$ cat src/rtl/trc_pkg.sv
package trc_pkg;

    localparam int REG_AW = 4;
    localparam int REG_DW = 32;

    typedef enum logic [REG_AW-1:0] {
        REG_IDENT = 4'd0,
        REG_DEPTH = 4'd1,
        REG_WIDTH = 4'd2,
        REG_STAT  = 4'd3,
        REG_DATA  = 4'd4,
        REG_RPTR  = 4'd5,
        REG_WPTR  = 4'd6,
        REG_TCNT  = 4'd7,
        REG_CTRL  = 4'd8
    } reg_sel_e;

    localparam int CTL_EN    = 0;
    localparam int CTL_DEMUX = 1;

    typedef struct packed {
        logic fmt_empty;
        logic trig_seen;
        logic done;
        logic full;
    } stat_t;

    function automatic logic [REG_DW-1:0] pack_status(stat_t s);
        return {{(REG_DW-4){1'b0}}, s};
    endfunction

endpackage

$ cat src/rtl/trc_ram.sv
module trc_ram #(
    parameter int DEPTH = 16,
    parameter int W     = 32,
    localparam int AW   = $clog2(DEPTH)
) (
    input  logic          clk,
    input  logic          we,
    input  logic [AW-1:0] waddr,
    input  logic [W-1:0]  wdata,
    input  logic [AW-1:0] raddr,
    output logic [W-1:0]  rdata
);
    logic [W-1:0] mem [DEPTH];

    always_ff @(posedge clk) begin
        if (we) mem[waddr] <= wdata;
    end

    assign rdata = mem[raddr];
endmodule

$ cat src/rtl/trc_ingest.sv
module trc_ingest #(
    parameter int FRAME_W = 32,
    localparam int HALF   = FRAME_W / 2
) (
    input  logic               clk,
    input  logic               rst,
    input  logic               active,
    input  logic               demux,
    input  logic               frm_valid,
    input  logic [FRAME_W-1:0] frm_data,
    output logic               store,
    output logic [FRAME_W-1:0] word,
    output logic               pend
);
    logic [HALF-1:0] low_q;

    always_comb begin
        store = 1'b0;
        word  = frm_data;
        if (!demux) begin
            store = active & frm_valid;
        end else if (active && frm_valid && pend) begin
            store = 1'b1;
            word  = {frm_data[HALF-1:0], low_q};
        end else if (!active && pend) begin
            store = 1'b1;
            word  = {{HALF{1'b0}}, low_q};
        end
    end

    always_ff @(posedge clk) begin
        if (rst) begin
            pend  <= 1'b0;
            low_q <= '0;
        end else if (active && frm_valid && demux) begin
            if (!pend) begin
                low_q <= frm_data[HALF-1:0];
                pend  <= 1'b1;
            end else begin
                pend  <= 1'b0;
            end
        end else if (!active && pend) begin
            pend <= 1'b0;
        end
    end
endmodule

$ cat src/rtl/trc_ctrl.sv
module trc_ctrl #(
    parameter int DEPTH  = 16,
    parameter int TRIG_W = 16,
    localparam int AW    = $clog2(DEPTH)
) (
    input  logic              clk,
    input  logic              rst,
    input  logic              wr_ctrl,
    input  logic              wr_wptr,
    input  logic              wr_rptr,
    input  logic              wr_tcnt,
    input  logic [31:0]       wdata,
    input  logic              pop,
    input  logic              store,
    input  logic              trig_in,
    output logic              ctrl_en,
    output logic              demux,
    output logic              cap_active,
    output logic [AW-1:0]     wr_ptr,
    output logic [AW-1:0]     rd_ptr,
    output logic [TRIG_W-1:0] tcnt,
    output logic              full,
    output logic              done,
    output logic              trig_seen
);
    import trc_pkg::*;

    localparam logic [AW-1:0] LAST = AW'(DEPTH - 1);

    logic restart, trig_eff, cnt_store;

    assign cap_active = ctrl_en & ~done;
    assign restart    = (wr_ctrl & wdata[CTL_EN] & ~ctrl_en) | wr_wptr;
    assign trig_eff   = trig_seen | (trig_in & cap_active);
    assign cnt_store  = store & cap_active;

    always_ff @(posedge clk) begin
        if (rst) begin
            ctrl_en   <= 1'b0;
            demux     <= 1'b0;
            wr_ptr    <= '0;
            rd_ptr    <= '0;
            tcnt      <= '0;
            full      <= 1'b0;
            done      <= 1'b0;
            trig_seen <= 1'b0;
        end else begin
            if (wr_ctrl) begin
                ctrl_en <= wdata[CTL_EN];
                demux   <= wdata[CTL_DEMUX];
            end

            if (wr_rptr)  rd_ptr <= wdata[AW-1:0];
            else if (pop) rd_ptr <= rd_ptr + 1'b1;

            if (wr_wptr)    wr_ptr <= wdata[AW-1:0];
            else if (store) wr_ptr <= wr_ptr + 1'b1;

            if (restart) begin
                full      <= 1'b0;
                done      <= 1'b0;
                trig_seen <= 1'b0;
            end else begin
                if (store && wr_ptr == LAST) full <= 1'b1;
                if (trig_in && cap_active) trig_seen <= 1'b1;
                if (trig_eff && cap_active &&
                    (tcnt == '0 || (cnt_store && tcnt == TRIG_W'(1))))
                    done <= 1'b1;
            end

            if (wr_tcnt)
                tcnt <= wdata[TRIG_W-1:0];
            else if (trig_eff && cnt_store && tcnt != '0)
                tcnt <= tcnt - 1'b1;
        end
    end
endmodule

$ cat src/rtl/trc_capture_buf.sv
module trc_capture_buf #(
    parameter int          DEPTH   = 16,
    parameter int          FRAME_W = 32,
    parameter int          TRIG_W  = 16,
    parameter logic [31:0] ID_WORD = 32'h5EB0_0A11
) (
    input  logic               clk,
    input  logic               rst,
    input  logic               frm_valid,
    input  logic [FRAME_W-1:0] frm_data,
    input  logic               trig_in,
    input  logic               reg_wr,
    input  logic               reg_rd,
    input  logic [3:0]         reg_addr,
    input  logic [31:0]        reg_wdata,
    output logic [31:0]        reg_rdata,
    output logic               full_o,
    output logic               done_o,
    output logic               fmt_empty_o
);
    import trc_pkg::*;

    localparam int ADDR_W = $clog2(DEPTH);

    logic               ctrl_en, demux, cap_active, trig_seen;
    logic               store, pend, full_q, done_q;
    logic [FRAME_W-1:0] st_word, ram_q;
    logic [ADDR_W-1:0]  wr_ptr, rd_ptr;
    logic [TRIG_W-1:0]  tcnt;
    logic               wr_ctrl, wr_wptr, wr_rptr, wr_tcnt, pop;
    reg_sel_e           sel;
    stat_t              stat;

    assign sel     = reg_sel_e'(reg_addr);
    assign wr_ctrl = reg_wr && sel == REG_CTRL;
    assign wr_wptr = reg_wr && sel == REG_WPTR;
    assign wr_rptr = reg_wr && sel == REG_RPTR;
    assign wr_tcnt = reg_wr && sel == REG_TCNT;
    assign pop     = reg_rd && sel == REG_DATA;

    trc_ingest #(.FRAME_W(FRAME_W)) u_ingest (
        .clk(clk), .rst(rst), .active(cap_active), .demux(demux),
        .frm_valid(frm_valid), .frm_data(frm_data),
        .store(store), .word(st_word), .pend(pend)
    );

    trc_ctrl #(.DEPTH(DEPTH), .TRIG_W(TRIG_W)) u_ctrl (
        .clk(clk), .rst(rst), .wr_ctrl(wr_ctrl), .wr_wptr(wr_wptr),
        .wr_rptr(wr_rptr), .wr_tcnt(wr_tcnt), .wdata(reg_wdata),
        .pop(pop), .store(store), .trig_in(trig_in),
        .ctrl_en(ctrl_en), .demux(demux), .cap_active(cap_active),
        .wr_ptr(wr_ptr), .rd_ptr(rd_ptr), .tcnt(tcnt),
        .full(full_q), .done(done_q), .trig_seen(trig_seen)
    );

    trc_ram #(.DEPTH(DEPTH), .W(FRAME_W)) u_ram (
        .clk(clk), .we(store), .waddr(wr_ptr), .wdata(st_word),
        .raddr(rd_ptr), .rdata(ram_q)
    );

    assign stat = '{fmt_empty: ~pend, trig_seen: trig_seen,
                    done: done_q, full: full_q};

    always_ff @(posedge clk) begin
        if (rst) begin
            reg_rdata <= '0;
        end else if (reg_rd) begin
            case (sel)
                REG_IDENT: reg_rdata <= ID_WORD;
                REG_DEPTH: reg_rdata <= 32'(DEPTH);
                REG_WIDTH: reg_rdata <= 32'(FRAME_W);
                REG_STAT:  reg_rdata <= pack_status(stat);
                REG_DATA:  reg_rdata <= 32'(ram_q);
                REG_RPTR:  reg_rdata <= 32'(rd_ptr);
                REG_WPTR:  reg_rdata <= 32'(wr_ptr);
                REG_TCNT:  reg_rdata <= 32'(tcnt);
                REG_CTRL:  reg_rdata <= {30'b0, demux, ctrl_en};
                default:   reg_rdata <= '0;
            endcase
        end
    end

    assign full_o      = full_q;
    assign done_o      = done_q;
    assign fmt_empty_o = ~pend;
endmodule

$ cat config.mk
export PLATFORM = sky130hd
export DESIGN_NAME = trc_capture_buf
export DESIGN_NICKNAME = d
export VERILOG_FILES = /design/src/rtl/trc_pkg.sv /design/src/rtl/trc_ram.sv /design/src/rtl/trc_ingest.sv /design/src/rtl/trc_ctrl.sv /design/src/rtl/trc_capture_buf.sv
export SDC_FILE = /design/constraint.sdc
export NUM_CORES = 1
export LEC_CHECK = 0
export CORE_MARGIN = 2
export CORE_UTILIZATION = 25
export DETAILED_ROUTE_END_ITERATION = 16
export DONT_BUFFER_PORTS = 1
export MAX_ROUTING_LAYER = met4
export PLACE_DENSITY_LB_ADDON = 0.12
export SETUP_SLACK_MARGIN = 0.1
export SLEW_MARGIN = 20
export SYNTH_ARGS = -nofsm -noshare
export SYNTH_HDL_FRONTEND = slang
export SYNTH_SLANG_ARGS = --single-unit
export TNS_END_PERCENT = 50
$ cat constraint.sdc
create_clock -name clk -period 4.1 [get_ports clk]
set_input_delay 0.615 -clock clk [delete_from_list [all_inputs] [get_ports clk]]
set_output_delay 0.615 -clock clk [all_outputs]
set_load 0.1 [all_outputs]
==> results.md, run 1 <==
- Hold buffer count at CTS: 0
- Area delta synth->final: 16.5%
- Top cells by area in the synthesized netlist: sky130_fd_sc_hd__edfxtp_1, sky130_fd_sc_hd__mux4_2, sky130_fd_sc_hd__dfxtp_1, sky130_fd_sc_hd__mux2i_1, sky130_fd_sc_hd__nand2_1
- Pre-CTS setup slack: 1.07 ns
- Aggregate negative setup slack: 0 ns
- Count of instances resized after the clock tree is built: 0
- PnR worst setup slack: ~1.1 ns
- Fmax: about 0.33 GHz
- CTS root buf: sky130_fd_sc_hd__clkbuf_16
- Wire length of the first global-routing pass: around 100000 um
- Wirelength, routed: 74000 um
- Tcrit/Tclk final: 0.734
- Hold Path Depth: 1
- Worst hold path startpoint: rst
- Util after Layout: 0.293
- First-pass iteration count of the detailed router: 5
- Core Rows: around 110
- Kind of start point of the critical path: register
- Clk Latency, worst-skew pair: between 0.6 and 0.7 ns
- Port Buffer Count: 0
- Hold Violations, Final: 0
- Commonest non-fill, non-tap cells in the layout: sky130_fd_sc_hd__edfxtp_1, sky130_fd_sc_hd__mux4_2, sky130_fd_sc_hd__nand2_1
- Worst Hold Slack: around 0.074 ns
- Placed instance count: about 2.6k
- Number of levels in the clock H-tree: 3
- Detailed placer's ending HPWL: ~45000 um
- Required @ worst endpoint: about 4.4 ns
- Warning count from the yosys run: 0
- Placed standard-cell area: between 0.02 and 0.03 mm^2
- Power per unit of standard cell area: between 400 and 500 mW/mm^2
- Count of flip-flops with a built-in enable after synthesis: slightly above 500
- Finished Cell Area: between 0.02 and 0.03 mm^2
- Distinct cell type count after synthesis: 74
- Setup slack, reg-to-reg: roughly 1.1 ns
- Number of max-cap violations: 0
- Initial Utilization: 0.251
- Top FF cell, synth: sky130_fd_sc_hd__edfxtp_1
- P_leak: between 8 and 9 nW
- Maximum net fanout on the critical path: 16
- Worst setup path category: register to register
- Type of destination of the critical path: register
- Total Power Consumption: 12.8 mW
- Total number of clock tree sinks: 594
- I/O Pins: about 110
- Clock tree from TritonCTS: done
- Worst-margin pin slew: 1.21 ns
- Class of the tightest hold or removal check: primary input to register
- Post-route DRC: 0
- Mapped Nets: 1416
- Global-route usage over all layers: 0.156
- Synthesized instance count: 1335
- Most common library cell in the layout ignoring fill and taps: sky130_fd_sc_hd__edfxtp_1
- Overall die height: about 310 um
- Reg clk slew, reported paths: 0.06 ns
- Final setup fails: 0
- Global placement routability congestion: between 0.8 and 0.9
- Critical path origin: u_ingest.pend$_SDFFE_PP0P_
- Number of cells on the worst reg-to-reg path: 4
- Vias per std cell: about 4.7
- Most area-hungry cell type in the Yosys netlist: sky130_fd_sc_hd__edfxtp_1
- Fraction of the yosys area taken by sequential cells: 0.716
- Mean area per synthesized cell: approximately 18 um^2
- Share of synthesized registers carrying an async set or reset: 0
- Outcome: finished, final reports clean
- Core area: about 0.095 mm^2
- Summed instance area of the synthesized netlist: 0.0238 mm^2
- Share of cells above drive strength 1: 0.230
- Startpoint of the worst register-to-register path: u_ingest.pend$_SDFFE_PP0P_
- Final setup skew: around 0.021 ns
- Clock buffer depth: 3
- Number of nets in the layout: ~1.5k
- Setup repair after global routing missed its margin: false
- Routed wire length per instance: around 27 um
- Number of global-route vias before repair: roughly 13k
- Slew Limit Fails: 0
- Fin cells: ~2.7k
- Area fraction of the dominant cell type after synthesis: 0.647
- Synth Register Bits: around 590
- Destination of the worst hold path: u_ingest.low_q[7]$_SDFFE_PP0P_
- Number of nets still failing antenna checks after routing: 0
- Post CTS Setup Buffer Count: 0
- Period minus WS final: approximately 3.0 ns
- Global route total overflow: 0
- 1st-iter DRT viols: 1009
- Largest net degree at the start of global routing: roughly 70
- Worst-case vdd ir drop: ~0.26 mV
- Vias: between 10k and 15k
- Num CTS Buffers: between 60 and 70
- WP data arrival: roughly 3.3 ns
- Floorplan die area: between 0.09 and 0.1 mm^2
- Reg-to-Reg End: u_ram.mem[9][28]$_DFFE_PP_
- Worst slew margin relative to its limit: 0.191
- Die width: around 310 um
- Antenna violations before repair: 2
registers in the layout, summed over array words and instances, names as in the netlist, 4 cells and up, named ones only:
signal and count:
u_ctrl.tcnt 16, u_ingest.low_q 16, u_ram.mem 512, u_ctrl.rd_ptr 4, reg_rdata 32, u_ctrl.wr_ptr 4
area by class of cell:
| type | instances | area (um^2) |
|---|---|---|
| Fill cell | 9318 | 66900 |
| Sequential cell | 594 | 17000 |
| Multi-Input combinational cell | 658 | 6440 |
| Clock buffer | 92 | 1890 |
| Tap cell | 1265 | 1580 |
| Timing Repair Buffer | 53 | 498 |
| Clock inverter | 34 | 204 |
| Inverter | 11 | 41.3 |
| Antenna cell | 2 | 5.00 |
metal layers:
| metal | part of all wire | GRT usage |
|---|---|---|
| met1 | 0.46 | 0.208 |
| met2 | 0.46 | 0.238 |
| met3 | 0.062 | 0.0358 |
| met4 | 0.020 | 0.0453 |
| met5 | 0 | - |
worst max-delay path by stage:
| stage | end | cells after the start |
|---|---|---|
| 2_1_floorplan | u_ram.mem[1][0]$_DFFE_PP_ | 5 |
| 3_3_place_gp | u_ram.mem[8][17]$_DFFE_PP_ | 4 |
| 3_5_place_dp | u_ram.mem[0][17]$_DFFE_PP_ | 4 |
| 4_1_cts | u_ram.mem[8][20]$_DFFE_PP_ | 4 |
| 5_1_grt | u_ram.mem[9][28]$_DFFE_PP_ | 4 |
| 6_report | u_ram.mem[9][28]$_DFFE_PP_ | 4 |
synth_stat cells, types with 3 or more instances:
| cell type | n |
|---|---|
| sky130_fd_sc_hd__buf_4 | 14 |
| sky130_fd_sc_hd__xnor2_1 | 8 |
| sky130_fd_sc_hd__clkbuf_1 | 30 |
| sky130_fd_sc_hd__or3_1 | 4 |
| sky130_fd_sc_hd__buf_1 | 6 |
| sky130_fd_sc_hd__a21oi_1 | 45 |
| sky130_fd_sc_hd__dfxtp_1 | 82 |
| sky130_fd_sc_hd__a2111oi_0 | 5 |
| sky130_fd_sc_hd__o2111ai_1 | 3 |
| sky130_fd_sc_hd__xor2_1 | 8 |
| sky130_fd_sc_hd__o311ai_0 | 3 |
| sky130_fd_sc_hd__mux2_2 | 19 |
| sky130_fd_sc_hd__inv_1 | 11 |
| sky130_fd_sc_hd__a22o_1 | 23 |
| sky130_fd_sc_hd__nand4_1 | 7 |
| sky130_fd_sc_hd__a221oi_1 | 10 |
| sky130_fd_sc_hd__a221oi_2 | 7 |
| sky130_fd_sc_hd__nor4_1 | 5 |
| sky130_fd_sc_hd__a22oi_1 | 19 |
| sky130_fd_sc_hd__nand3_1 | 22 |
| sky130_fd_sc_hd__nand2_1 | 81 |
| sky130_fd_sc_hd__mux2i_1 | 46 |
| sky130_fd_sc_hd__ha_1 | 7 |
| sky130_fd_sc_hd__buf_2 | 13 |
| sky130_fd_sc_hd__a211oi_1 | 24 |
| sky130_fd_sc_hd__mux4_2 | 119 |
| sky130_fd_sc_hd__a31oi_1 | 6 |
| sky130_fd_sc_hd__o211ai_1 | 3 |
| sky130_fd_sc_hd__nand2b_1 | 6 |
| sky130_fd_sc_hd__and3_1 | 6 |
| sky130_fd_sc_hd__buf_6 | 5 |
| sky130_fd_sc_hd__o22ai_1 | 3 |
| sky130_fd_sc_hd__a311oi_1 | 7 |
| sky130_fd_sc_hd__nor2b_1 | 17 |
| sky130_fd_sc_hd__nor3_1 | 12 |
| sky130_fd_sc_hd__nor2_1 | 74 |
| sky130_fd_sc_hd__edfxtp_1 | 512 |
| sky130_fd_sc_hd__o21ai_0 | 18 |
report_power, final:
| group | switching [mW] | internal (mW) |
|---|---|---|
| registers | 0.0696 | 6.57 |
| logic | 0.245 | 0.144 |
| clock network | 2.44 | 3.30 |
cells by family (layout without fill, tap and decap cells):
logic type | count (synthesis) | after routing | synth area share
AO/OA/AOI/OAI | 195 | 195 | 0.0611
XOR/XNOR | 16 | 16 | 0.00590
adder cells (fa/ha/maj) | 7 | 7 | 0.00369
buffers and inverters | 83 | 190 | 0.0184
flip-flops | 594 | 594 | 0.716
multiplexers | 184 | 184 | 0.141
other | 0 | 2 | 0
AND/OR/NAND/NOR | 256 | 256 | 0.0536
critical path, cell delays in order (launching register included):
cell	delay, ns
sky130_fd_sc_hd__dfxtp_1	0.42
sky130_fd_sc_hd__inv_1	0.48
sky130_fd_sc_hd__nor3_2	0.89
sky130_fd_sc_hd__buf_4	0.35
sky130_fd_sc_hd__a22o_1	0.56
Power figures use the tool's default switching activity.
==> run 2, diff against run 1 <==
- clock period: 4.1 -> 2.94 ns (I/O delays scaled with it)
==> results.md, run 2 (synthesis gave the netlist of run 1 again) <==
- Antenna violations before repair: 3 (+1)
- Most common library cell in the layout ignoring fill and taps: sky130_fd_sc_hd__edfxtp_1
- Filler Cell Count: 9330 (+0.13%)
- Commonest non-fill, non-tap cells in the layout: sky130_fd_sc_hd__edfxtp_1, sky130_fd_sc_hd__mux4_2, sky130_fd_sc_hd__nand2_1
- CTS root buf: sky130_fd_sc_hd__clkbuf_16
- Fmax: 0.402 GHz (+21%)
- Placed instance count: 2618 (+1.4%)
- Detailed placer's ending HPWL: 44600 um (-0.15%)
- Floorplan die area: 0.0975 mm^2 (unchanged)
- CP max-delay cell: sky130_fd_sc_hd__dfxtp_1
- Type of destination of the critical path: register
- Register bank with the most flops: u_ram.mem
- Tcrit/Tclk final: 0.846 (+0.112)
- Vias: 13.1k (+3.8%)
- Part of the total power dissipated in combinational logic: 0.036 (+0.006)
- Aggregate negative setup slack: 0 ns (unchanged)
- Vias per std cell: 4.72 (+1.1%)
- Routed wire length per instance: 27.3 um (-0.15%)
- Clock buffer depth: 3 (unchanged)
- Number of global-route vias before repair: 13.5k (+1.3%)
- Internal cell power: 14.2 mW (+41%)
- Hold Violations, Final: 0 (unchanged)
- Ordered list of cells on the worst path: nor2b_1, o211a_1, nand2_1, nor3_4, buf_12
- Required @ worst endpoint: 3.21 ns (-1.20 ns)
- Count of instances resized after the clock tree is built: 0 (unchanged)
- Sequential cell fraction of total power: 0.508 (-0.012)
- Crit path largest cell delay: 0.46 ns (-0.43 ns)
- Maximum net fanout on the critical path: 32 (+16)
- Kind of start point of the critical path: register
- P_leak: 8.66 nW (+4.8%)
- Area delta synth->final: 20.2%
- Fraction of power spent switching nets: 0.220 (+0.00417)
- Clk Latency, worst-skew pair: 0.61 ns (about the same)
- Worst-margin pin slew: 1.10 ns (-0.112 ns)
- Number of nets still failing antenna checks after routing: 0 (unchanged)
- Core area: 0.0946 mm^2 (unchanged)
- Die width: 312 um (unchanged)
- Wirelength, routed: 75800 um (+2.5%)
- Top flop regs: u_ram.mem x512, reg_rdata x32
- Final setup fails: 0 (unchanged)
- Global placement routability congestion: 0.769 (-5.9%)
- Post-route DRC: 0 (unchanged)
- Power per unit of standard cell area: 636 mW/mm^2 (+38%)
- Number of flip-flops in the largest register: 512 (unchanged)
- Worst setup path category: register to register
- Num CTS Buffers: 71 (+2.9%)
- Clock network power share: 0.456 (+0.007)
- Wire length of the first global-routing pass: 106000 um (+1.8%)
- Outcome: finished, final reports clean
- 1st-iter DRT viols: 973 (-3.6%)
- Overall die height: 312 um (unchanged)
- Largest net degree at the start of global routing: 60 (-12%)
- Fin cells: 2780 (+2.6%)
- Reg clk slew, reported paths: 0.06 ns (about the same)
- Final setup skew: 0.0150 ns (-0.00598 ns)
- Slew Limit Fails: 0 (unchanged)
- Number of max-cap violations: 0 (unchanged)
- Class of the tightest hold or removal check: primary input to register
- Global-route usage over all layers: 0.159 (+0.00269)
- WP data arrival: 2.76 ns (-0.56 ns)
- Number of levels in the clock H-tree: 3 (unchanged)
- Clock tree from TritonCTS: done
- Initial Utilization: 0.251 (unchanged)
- Setup repair after global routing missed its margin: false
- Global route total overflow: 0 (unchanged)
- Worst-case vdd ir drop: 0.331 mV (+25%)
- I/O Pins: 109 (unchanged)
- Period minus WS final: 2.49 ns (-0.524 ns)
- Number of nets in the layout: 1533 (+4.4%)
- Total number of clock tree sinks: 594 (unchanged)
- First-pass iteration count of the detailed router: 5 (unchanged)
- Switching power summed over all nets: 3.99 mW (+45%)
- Share of cells above drive strength 1: 0.251 (+0.0215)
- Core Rows: 113 (unchanged)
- Worst slew margin relative to its limit: 0.265 (+0.0748)
- Port Buffer Count: 0 (unchanged)
==> run 2: area by class of cell <==
type                    count  area (um^2)  share of cell area
flip-flops and latches    594        17000               0.596
multi-input cells         658         6460               0.226
diodes                      5         12.5            0.000438
repair buffers            116         1250              0.0439
well taps                1265         1580              0.0554
clock buffers             101         1950              0.0683
inverters                  11         41.3             0.00145
clock inverters            30          228             0.00797
==> run 2: critical path: cells and delay by family, from the launching register on <==
kind / cells / cell delay (ns)
and+or+nand+nor: 3 / 1.01
DFF: 1 / 0.46
AOI/OAI and AO/OA: 1 / 0.35
buffers and inverters: 1 / 0.31
==> run 2: metrics by stage <==
step,setup slack (ns),cell area (um^2),power (mW),hold WS (ns),utilization
3_5_place_dp,0.427,26100,10.0,0.439,0.276
5_1_grt,0.283,28600,18.8,0.0158,0.302
4_1_cts,0.414,28500,18.4,0.00114,0.302
3_3_place_gp,0.448,26100,10.0,0.436,0.276
2_1_floorplan,0.218,23900,9.81,0.434,-
6_report,0.453,28600,18.2,0.0303,0.302
==> run 2: what timing repair did <==
item                      CTS  global route
hold buffers               26             0
buffers inserted            0             0
hold endpoints to repair   63             0
==> run 2: power groups by stage <==
stage	Combinational, mW	Clock (mW)	Sequential [mW]
finish	0.655	8.27	9.23
global route	0.706	8.84	9.23
CTS	0.666	8.54	9.23
detailed placement	0.604	0	9.41
global placement	0.598	0	9.41
floorplan	0.409	0	9.40
==> run 2: path summary, 6_finish.rpt <==
kind | from | endpoint | slack [ns] | cells after the start
setup / recovery | u_ctrl.ctrl_en$_SDFFE_PP0N_ | u_ram.mem[3][30]$_DFFE_PP_ | 0.45 | 5
hold / removal | reg_wdata[4] | u_ctrl.tcnt[4]$_SDFFE_PP0P_ | 0.03 | 2
setup reg to reg | u_ctrl.ctrl_en$_SDFFE_PP0N_ | u_ram.mem[3][30]$_DFFE_PP_ | 0.45 | 5
hold reg to reg | u_ingest.low_q[2]$_SDFFE_PP0P_ | u_ingest.low_q[2]$_SDFFE_PP0P_ | 0.45 | 2
==> run 2: layer usage <==
metal  GRT usage  wire length (um)  vias to the layer above
met4      0.0492              1810                        0
li1            -                 -                     5690
met1       0.214             34800                     7001
met3      0.0371              4840                       98
met2       0.237             34400                      342
met5           -                 0                        -
